## config.mk

```make
export PLATFORM = sky130hd
export DESIGN_NAME = stack_cmd_decoder
export DESIGN_NICKNAME = d
export VERILOG_FILES = /design/src/rtl/scd_pkg.sv /design/src/rtl/scd_parser.sv /design/src/rtl/scd_regfile.sv /design/src/rtl/scd_memwr.sv /design/src/rtl/stack_cmd_decoder.sv
export SDC_FILE = /design/constraint.sdc
export NUM_CORES = 1
export LEC_CHECK = 0
export BUFFER_PORTS_ARGS = -buffer_cell sky130_fd_sc_hd__buf_2
export CAP_MARGIN = 20
export CORE_MARGIN = 3
export CORE_UTILIZATION = 35
export CTS_CLUSTER_SIZE = 24
export DETAILED_ROUTE_END_ITERATION = 16
export HOLD_SLACK_MARGIN = 0.06
export PLACE_DENSITY = 0.56
export RECOVER_POWER = 50
export SKIP_CTS_REPAIR_TIMING = 1
export SLEW_MARGIN = 5
export SYNTH_ARGS = -nofsm -noshare
export SYNTH_HDL_FRONTEND = slang
export SYNTH_SLANG_ARGS = --single-unit
```

## constraint.sdc

```tcl
create_clock -name clk -period 2.8 [get_ports clk]
set_clock_uncertainty 0.2 [all_clocks]
set_input_delay 0 -clock clk [delete_from_list [all_inputs] [get_ports clk]]
set_output_delay 0 -clock clk [all_outputs]
set_load 0.05 [all_outputs]
```

## src/rtl/scd_pkg.sv

```systemverilog
package scd_pkg;

  localparam int BYTE_W  = 8;
  localparam int WORD_W  = 16;
  localparam int BRD_W   = 4;
  localparam int AUX_CH  = 3;
  localparam logic [BRD_W-1:0] BRD_ALL = 4'hF;

  localparam logic [1:0] IX_CFG = 2'd0;
  localparam logic [1:0] IX_SUM = 2'd1;
  localparam logic [1:0] IX_FRM = 2'd2;

  typedef struct packed {
    logic             wr;
    logic [BRD_W-1:0] board;
    logic             is_mem;
    logic [1:0]       idx;
  } cmd_t;

  typedef enum logic [2:0] {
    PH_CMD, PH_REG, PH_ALO, PH_AHI, PH_DLO, PH_DHI, PH_SKIP
  } phase_t;

  function automatic logic board_hit(input logic [BRD_W-1:0] b,
                                     input logic [BRD_W-1:0] own);
    return (b == BRD_ALL) || (b == own);
  endfunction

  function automatic logic aux_route(input logic [BYTE_W-1:0] cfg,
                                     input logic miso,
                                     input logic [AUX_CH-1:0] flags);
    logic any;
    any = 1'b0;
    for (int i = 0; i < AUX_CH; i++) any = any | (cfg[5+i] & flags[i]);
    return cfg[4] ? miso : any;
  endfunction

  function automatic logic [WORD_W-1:0] addr_step(input logic [WORD_W-1:0] a);
    return a + 16'd1;
  endfunction

endpackage

```

## src/rtl/scd_parser.sv

```systemverilog
module scd_parser
  import scd_pkg::*;
#(
  parameter int N_MEM = 3
) (
  input  logic              clk,
  input  logic              rst_n,
  input  logic [BRD_W-1:0]  own_board,
  input  logic [BYTE_W-1:0] rx_data,
  input  logic              rx_valid,
  input  logic              pkt_start,
  output logic              reg_wr,
  output logic [1:0]        wr_idx,
  output logic              reg_rd,
  output logic [1:0]        rd_idx,
  output logic              ev_alo,
  output logic              ev_ahi,
  output logic              ev_dlo,
  output logic              ev_dhi,
  output logic [1:0]        mem_sel
);

  phase_t     phase_q, phase_d, eff;
  logic [1:0] widx_q, widx_d;
  logic [1:0] sel_q, sel_d;
  cmd_t       c;
  logic       hit;
  logic       any_ev;

  assign eff = pkt_start ? PH_CMD : phase_q;
  assign c   = cmd_t'(rx_data);
  assign hit = board_hit(c.board, own_board);

  always_comb begin
    phase_d = eff;
    widx_d  = widx_q;
    sel_d   = sel_q;
    reg_wr  = 1'b0;
    reg_rd  = 1'b0;
    ev_alo  = 1'b0;
    ev_ahi  = 1'b0;
    ev_dlo  = 1'b0;
    ev_dhi  = 1'b0;
    if (rx_valid) begin
      unique case (eff)
        PH_CMD: begin
          if (!hit) begin
            phase_d = PH_SKIP;
          end else if (!c.is_mem) begin
            if (c.wr) begin
              phase_d = PH_REG;
              widx_d  = c.idx;
            end else begin
              reg_rd  = 1'b1;
              phase_d = PH_SKIP;
            end
          end else if (c.wr && (int'(c.idx) < N_MEM)) begin
            phase_d = PH_ALO;
            sel_d   = c.idx;
          end else begin
            phase_d = PH_SKIP;
          end
        end
        PH_REG: begin reg_wr = 1'b1; phase_d = PH_SKIP; end
        PH_ALO: begin ev_alo = 1'b1; phase_d = PH_AHI; end
        PH_AHI: begin ev_ahi = 1'b1; phase_d = PH_DLO; end
        PH_DLO: begin ev_dlo = 1'b1; phase_d = PH_DHI; end
        PH_DHI: begin ev_dhi = 1'b1; phase_d = PH_DLO; end
        default: phase_d = PH_SKIP;
      endcase
    end
  end

  always_ff @(posedge clk) begin
    if (!rst_n) begin
      phase_q <= PH_CMD;
      widx_q  <= '0;
      sel_q   <= '0;
    end else begin
      phase_q <= phase_d;
      widx_q  <= widx_d;
      sel_q   <= sel_d;
    end
  end

  assign wr_idx  = widx_q;
  assign rd_idx  = c.idx;
  assign mem_sel = sel_q;
  assign any_ev  = reg_wr | reg_rd | ev_alo | ev_ahi | ev_dlo | ev_dhi;

  // a finished packet is silent until the next boundary
  a_r11_skip_silent: assert property (@(posedge clk) disable iff (!rst_n)
    (phase_q == PH_SKIP && !pkt_start) |-> !any_ev);

  // a foreign command never starts any action
  a_r2_foreign_inert: assert property (@(posedge clk) disable iff (!rst_n)
    (rx_valid && eff == PH_CMD && !hit) |=> (phase_q == PH_SKIP));

  // a bare boundary returns the parser to command phase
  a_r10_boundary: assert property (@(posedge clk) disable iff (!rst_n)
    (pkt_start && !rx_valid) |=> (phase_q == PH_CMD));

  // memory selection only ever names an existing memory
  a_r9_sel_range: assert property (@(posedge clk) disable iff (!rst_n)
    ev_dhi |-> (int'(sel_q) < N_MEM));

endmodule

```

## src/rtl/scd_regfile.sv

```systemverilog
module scd_regfile
  import scd_pkg::*;
(
  input  logic              clk,
  input  logic              rst_n,
  input  logic              reg_wr,
  input  logic [1:0]        wr_idx,
  input  logic [BYTE_W-1:0] wdata,
  input  logic              reg_rd,
  input  logic [1:0]        rd_idx,
  input  logic              hw_trig,
  input  logic              miso,
  input  logic [AUX_CH-1:0] chan_aux,
  output logic              soft_reset,
  output logic              clk2x_en,
  output logic              play_en,
  output logic              trig_out,
  output logic              aux_out,
  output logic [BYTE_W-1:0] frame_sel,
  output logic              rd_valid,
  output logic [BYTE_W-1:0] rd_data
);

  logic [BYTE_W-1:0] cfg_q, sum_q, frm_q;
  logic [BYTE_W-1:0] rd_mux;

  always_ff @(posedge clk) begin
    if (!rst_n) begin
      cfg_q <= '0;
      sum_q <= '0;
      frm_q <= '0;
    end else begin
      if (reg_wr && wr_idx == IX_CFG) cfg_q <= wdata;
      else                            cfg_q <= {cfg_q[BYTE_W-1:1], 1'b0};
      if (reg_wr && wr_idx == IX_SUM) sum_q <= wdata;
      if (reg_wr && wr_idx == IX_FRM) frm_q <= wdata;
    end
  end

  always_comb begin
    unique case (rd_idx)
      IX_CFG:  rd_mux = cfg_q;
      IX_SUM:  rd_mux = sum_q;
      IX_FRM:  rd_mux = frm_q;
      default: rd_mux = '0;
    endcase
  end

  always_ff @(posedge clk) begin
    if (!rst_n) begin
      rd_valid <= 1'b0;
      rd_data  <= '0;
    end else begin
      rd_valid <= reg_rd;
      if (reg_rd) rd_data <= rd_mux;
    end
  end

  assign soft_reset = cfg_q[0];
  assign clk2x_en   = cfg_q[1];
  assign play_en    = cfg_q[2];
  assign trig_out   = hw_trig | cfg_q[3];
  assign aux_out    = aux_route(cfg_q, miso, chan_aux);
  assign frame_sel  = frm_q;

  // the reset bit lasts one cycle
  a_r5_selfclear: assert property (@(posedge clk) disable iff (!rst_n)
    soft_reset |=> !soft_reset);

  // a read pulse always answers a read request
  a_r3_rd_answer: assert property (@(posedge clk) disable iff (!rst_n)
    rd_valid |-> $past(reg_rd));

  // reads leave the frame register untouched
  a_r3_rd_no_side: assert property (@(posedge clk) disable iff (!rst_n)
    (reg_rd && !reg_wr) |=> $stable(frame_sel));

endmodule

```

## src/rtl/scd_memwr.sv

```systemverilog
module scd_memwr
  import scd_pkg::*;
#(
  parameter int N_MEM = 3
) (
  input  logic              clk,
  input  logic              rst_n,
  input  logic [BYTE_W-1:0] byte_in,
  input  logic              ev_alo,
  input  logic              ev_ahi,
  input  logic              ev_dlo,
  input  logic              ev_dhi,
  input  logic [1:0]        mem_sel,
  output logic [N_MEM-1:0]  mem_we,
  output logic [WORD_W-1:0] mem_addr,
  output logic [WORD_W-1:0] mem_wdata
);

  logic [WORD_W-1:0] ptr_q;
  logic [BYTE_W-1:0] lo_q;
  logic [N_MEM-1:0]  sel_hot;

  for (genvar i = 0; i < N_MEM; i++) begin : g_hot
    assign sel_hot[i] = (mem_sel == 2'(i));
  end

  always_ff @(posedge clk) begin
    if (!rst_n) begin
      ptr_q     <= '0;
      lo_q      <= '0;
      mem_we    <= '0;
      mem_addr  <= '0;
      mem_wdata <= '0;
    end else begin
      mem_we <= '0;
      if (ev_alo) ptr_q[BYTE_W-1:0]      <= byte_in;
      if (ev_ahi) ptr_q[WORD_W-1:BYTE_W] <= byte_in;
      if (ev_dlo) lo_q                   <= byte_in;
      if (ev_dhi) begin
        mem_we    <= sel_hot;
        mem_addr  <= ptr_q;
        mem_wdata <= {byte_in, lo_q};
        ptr_q     <= addr_step(ptr_q);
      end
    end
  end

  // strobes are one-hot
  a_r8_we_onehot: assert property (@(posedge clk) disable iff (!rst_n)
    $onehot0(mem_we));

  // a strobe follows a completed word
  a_r8_we_after_word: assert property (@(posedge clk) disable iff (!rst_n)
    (mem_we != '0) |-> $past(ev_dhi));

  // back-to-back words of one burst land on adjacent addresses
  a_r8_adjacent: assert property (@(posedge clk) disable iff (!rst_n)
    (ev_dhi && !ev_alo && !ev_ahi) |=> (ptr_q == addr_step(mem_addr)));

endmodule

```

## src/rtl/stack_cmd_decoder.sv

```systemverilog
module stack_cmd_decoder
  import scd_pkg::*;
#(
  parameter int N_MEM = 3
) (
  input  logic              clk,
  input  logic              rst_n,
  input  logic [3:0]        own_board,
  input  logic [7:0]        rx_data,
  input  logic              rx_valid,
  input  logic              pkt_start,
  input  logic              hw_trig,
  input  logic              miso,
  input  logic [2:0]        chan_aux,
  output logic              soft_reset,
  output logic              clk2x_en,
  output logic              play_en,
  output logic              trig_out,
  output logic              aux_out,
  output logic [7:0]        frame_sel,
  output logic              rd_valid,
  output logic [7:0]        rd_data,
  output logic [N_MEM-1:0]  mem_we,
  output logic [15:0]       mem_addr,
  output logic [15:0]       mem_wdata
);

  logic       reg_wr, reg_rd;
  logic [1:0] wr_idx, rd_idx, mem_sel;
  logic       ev_alo, ev_ahi, ev_dlo, ev_dhi;

  scd_parser #(.N_MEM(N_MEM)) u_parse (
    .clk(clk), .rst_n(rst_n), .own_board(own_board),
    .rx_data(rx_data), .rx_valid(rx_valid), .pkt_start(pkt_start),
    .reg_wr(reg_wr), .wr_idx(wr_idx), .reg_rd(reg_rd), .rd_idx(rd_idx),
    .ev_alo(ev_alo), .ev_ahi(ev_ahi), .ev_dlo(ev_dlo), .ev_dhi(ev_dhi),
    .mem_sel(mem_sel)
  );

  scd_regfile u_regs (
    .clk(clk), .rst_n(rst_n),
    .reg_wr(reg_wr), .wr_idx(wr_idx), .wdata(rx_data),
    .reg_rd(reg_rd), .rd_idx(rd_idx),
    .hw_trig(hw_trig), .miso(miso), .chan_aux(chan_aux),
    .soft_reset(soft_reset), .clk2x_en(clk2x_en), .play_en(play_en),
    .trig_out(trig_out), .aux_out(aux_out), .frame_sel(frame_sel),
    .rd_valid(rd_valid), .rd_data(rd_data)
  );

  scd_memwr #(.N_MEM(N_MEM)) u_mem (
    .clk(clk), .rst_n(rst_n), .byte_in(rx_data),
    .ev_alo(ev_alo), .ev_ahi(ev_ahi), .ev_dlo(ev_dlo), .ev_dhi(ev_dhi),
    .mem_sel(mem_sel),
    .mem_we(mem_we), .mem_addr(mem_addr), .mem_wdata(mem_wdata)
  );

  // register traffic and memory traffic never overlap
  a_r9_no_overlap: assert property (@(posedge clk) disable iff (!rst_n)
    rd_valid |-> (mem_we == '0));

endmodule

```

==> results.toml <==
[global_routing]
grt_start_max_net_pins = 47
grt_usage_pct = 17.31
grt_pass1_wl_mm = 19.78
grt_pass1_vias = 3813
antenna_found_initial = 0
grt_overflow = 0

[power]
p_int_uw = 2309
ir_worst_vdd_mv = 0.2995
switchingPower_uw = 700.5
leakagePower_uw = 0.001903
p_comb_share_pct = 7.2
seqPwrFrac_pct = 47.8
p_sw_share_pct = 23.28
clockPowerShare_pct = 45.0
power.density_nw_per_um2 = 557.9

[route]
routed_wl_mm = 12.06
viasPerCell = 5.302
drtIter0Drc = 198
dr_total_vias = 4061
wl_per_cell_um = 15.74
firstDrtPassIters = 4
final_antenna_net_count = 0
drc = 0

[synthesis]
syn-num-nets = 545
synthDistinctLibCells = 65
synth-seq-cells = 99
synthTopCellsByArea = "dfxtp_1, mux2i_1, nand2_1"
synth_top_area_share_pct = 44.11
syn_avg_cell_area_um2 = 8.591
synthCells = 523
yosys_warnings = 0
synthTopCellsByCount = "dfxtp_1, nand2_1, a21oi_1"
yosysSeqAreaShare_pct = 44.11
synth-main-ff-cell = "dfxtp_1"
synth_edf_count = 0
synthArstFlopShare_pct = 0
syn_area_um2 = 4493
synth_top_area_cell = "dfxtp_1"
synth.most_common_cell = "dfxtp_1"

[clock_tree]
cts_buffer_depth = 2
clk_latency_ns = 0.35
tritoncts = "yes"
cts.htree.levels = 3
cts.sinks = 99
clock_tree.root_cell = "clkbuf_16"
clk_pin_slew_worst_paths_ns = 0.07
cts_made_buffers = 9

[floorplan]
ios = 78
start_util_pct = 36.64
core_area_um2 = 12260
die_h_um = 119.3
die_w_um = 119.3
placementRows = 40
dieArea_um2 = 14230

[critical_path]
critPathMostFrequentCell = "dlygate4sd3_1"
reg2regPathDepth = 5
cp_max_fo = 16
crit_path_top_delay_cell = "o41ai_4"
cpPeakStageDelay_ns = 0.83
timing.rr.start = "u_mem.ptr_q[0]$_SDFFE_PN0P_"
rrSetupSlack_ns = 0.51
path_cells = "dlygate4sd3_1 > buf_2 > xor2_2 > o41ai_4 > a31oi_1 > o21a_1 > dlygate4sd3_1"
cp.arrival_ns = 2.70
worst_ep_required_time_ns = 2.84
startpoint_type = "input pin"
crit_path_end_kind = "register"
path_buf_inv = 3
worstReg2RegEnd = "u_mem.ptr_q[12]$_SDFFE_PN0P_"
critical_path_class = "input pin to register"
crit_family = "buffers and inverters"
cp.depth = 7

[timing]
tns_ns = 0
finalCritPeriodShare_pct = 95.21
hold_viol = 0
worst_slew_pin_slew_ns = 0.8383
rsz0062_at_grt = "no"
setup_ws_ns = 0.1341
relSlewSlack_pct = 43.92
setup_viol = 0
min_period_ns = 2.666
drv_slew = 0
max_freq_mhz = 375.1

[place]
gp_congestion = 0.8870
post-place-ws_ns = 0.5266
port_buffers = 77
place_hpwl_mm = 8.222
dpl-instance-area_um2 = 5022

[outcome]
status = "finished, final reports clean"

[layout]
nFillCells = 1273
register_area_um2 = 1982
syn_to_final_growth_pct = 20.05
fin_nets = 615
multi_input_area_um2 = 2313
fin_util_pct = 43.99
drive_gt1_share_pct = 8.528
diodes = 0
finalInstanceArea_um2 = 5394

[job]
maxCapViolations = 0

[hold_path]
worst_hold_path.endpoint = "u_regs.rd_valid$_SDFF_PN0_"
hold_path_depth = 4
min_path_type = "input pin to register"
hp-start = "own_board[1]"
registers in the layout (all words and copies together), names as in the netlist, 3 cells and up:
register and flops:
u_parse.phase_q 3, u_mem.lo_q 8, u_mem.mem_wdata 16, u_regs.sum_q 8, u_mem.mem_addr 16, u_mem.mem_we 3, u_mem.ptr_q 16, u_regs.rd_data 8
u_regs.cfg_q 8, u_regs.frame_sel 8
routing by layer:
| metal | track usage (%) | up-vias | wire length [um] |
|---|---|---|---|
| met5 | 0 | - | 0 |
| met4 | 6.013 | 0 | 132 |
| met3 | 4.179 | 9 | 514 |
| met2 | 27.16 | 89 | 5580 |
| met1 | 23.25 | 1951 | 5829 |
| li1 | - | 2012 | - |
layout by cell type (no fill, tap or decap), types with 6 or more instances in the layout:
| master | instances |
|---|---|
| buf_2 | 20 |
| mux2i_1 | 42 |
| a21oi_1 | 62 |
| nand3_1 | 7 |
| nor2b_1 | 7 |
| o21ai_0 | 8 |
| clkbuf_16 | 9 |
| a31oi_1 | 8 |
| clkbuf_1 | 61 |
| nor2_1 | 46 |
| buf_4 | 6 |
| nor3_1 | 8 |
| a311oi_1 | 9 |
| nand2_1 | 83 |
| dfxtp_1 | 99 |
| dlygate4sd3_1 | 13 |
worst max path at each step:
stage	startpoint	end	slack, ns
2_1_floorplan	u_mem.ptr_q[0]$_SDFFE_PN0P_	u_mem.ptr_q[12]$_SDFFE_PN0P_	0.75
3_3_place_gp	u_parse.phase_q[0]$_SDFF_PN0_	u_mem.ptr_q[4]$_SDFFE_PN0P_	0.57
3_5_place_dp	u_parse.phase_q[0]$_SDFF_PN0_	u_mem.ptr_q[4]$_SDFFE_PN0P_	0.53
4_1_cts	u_parse.phase_q[0]$_SDFF_PN0_	u_mem.ptr_q[4]$_SDFFE_PN0P_	0.51
5_1_grt	rx_data[4]	u_parse.phase_q[2]$_SDFF_PN0_	0.004
6_report	rx_data[4]	u_parse.phase_q[2]$_SDFF_PN0_	0.13
final cells by class:
cell class              instances  share of cell area (%)
multi-input cells             377                   42.89
flip-flops and latches         99                   36.74
inverters                       5                  0.3479
clock inverters                 5                   1.601
clock buffers                  11                   4.500
repair buffers                101                   10.02
well taps                     168                   3.897
metrics by stage:
step	hold WS (ns)	total power [uW]	cells
2_1_floorplan	-0.03145	1613	523
3_3_place_gp	0.1862	1671	737
3_5_place_dp	0.1961	1674	737
4_1_cts	-0.1727	3031	753
5_1_grt	0.2722	3123	766
6_report	0.2214	3009	766
worst reg2reg max path: cells and delay by family (launching register included):
| kind | cells | cell delay (ns) |
|---|---|---|
| compound gates | 2 | 0.50 |
| flops | 1 | 0.46 |
| fa+ha+maj | 1 | 0.32 |
| simple gates | 2 | 0.70 |
power by group through the flow:
stage / logic [uW] / clock network [uW] / registers (uW)
CTS: 204 / 1390 / 1440
finish: 216 / 1350 / 1440
floorplan: 144 / 0 / 1470
global placement: 201 / 0 / 1470
detailed placement: 203 / 0 / 1470
global route: 238 / 1440 / 1440
kinds of logic after synthesis:
kind of cell | share of synthesized area [%]
muxes | 9.357
AOI/OAI and AO/OA | 19.02
adders and majority gates | 0.2784
DFF | 44.11
buffers and inverters | 4.344
xor gates and xnor gates | 1.337
and+or+nand+nor | 21.55
(Power assumes the default switching activity.)
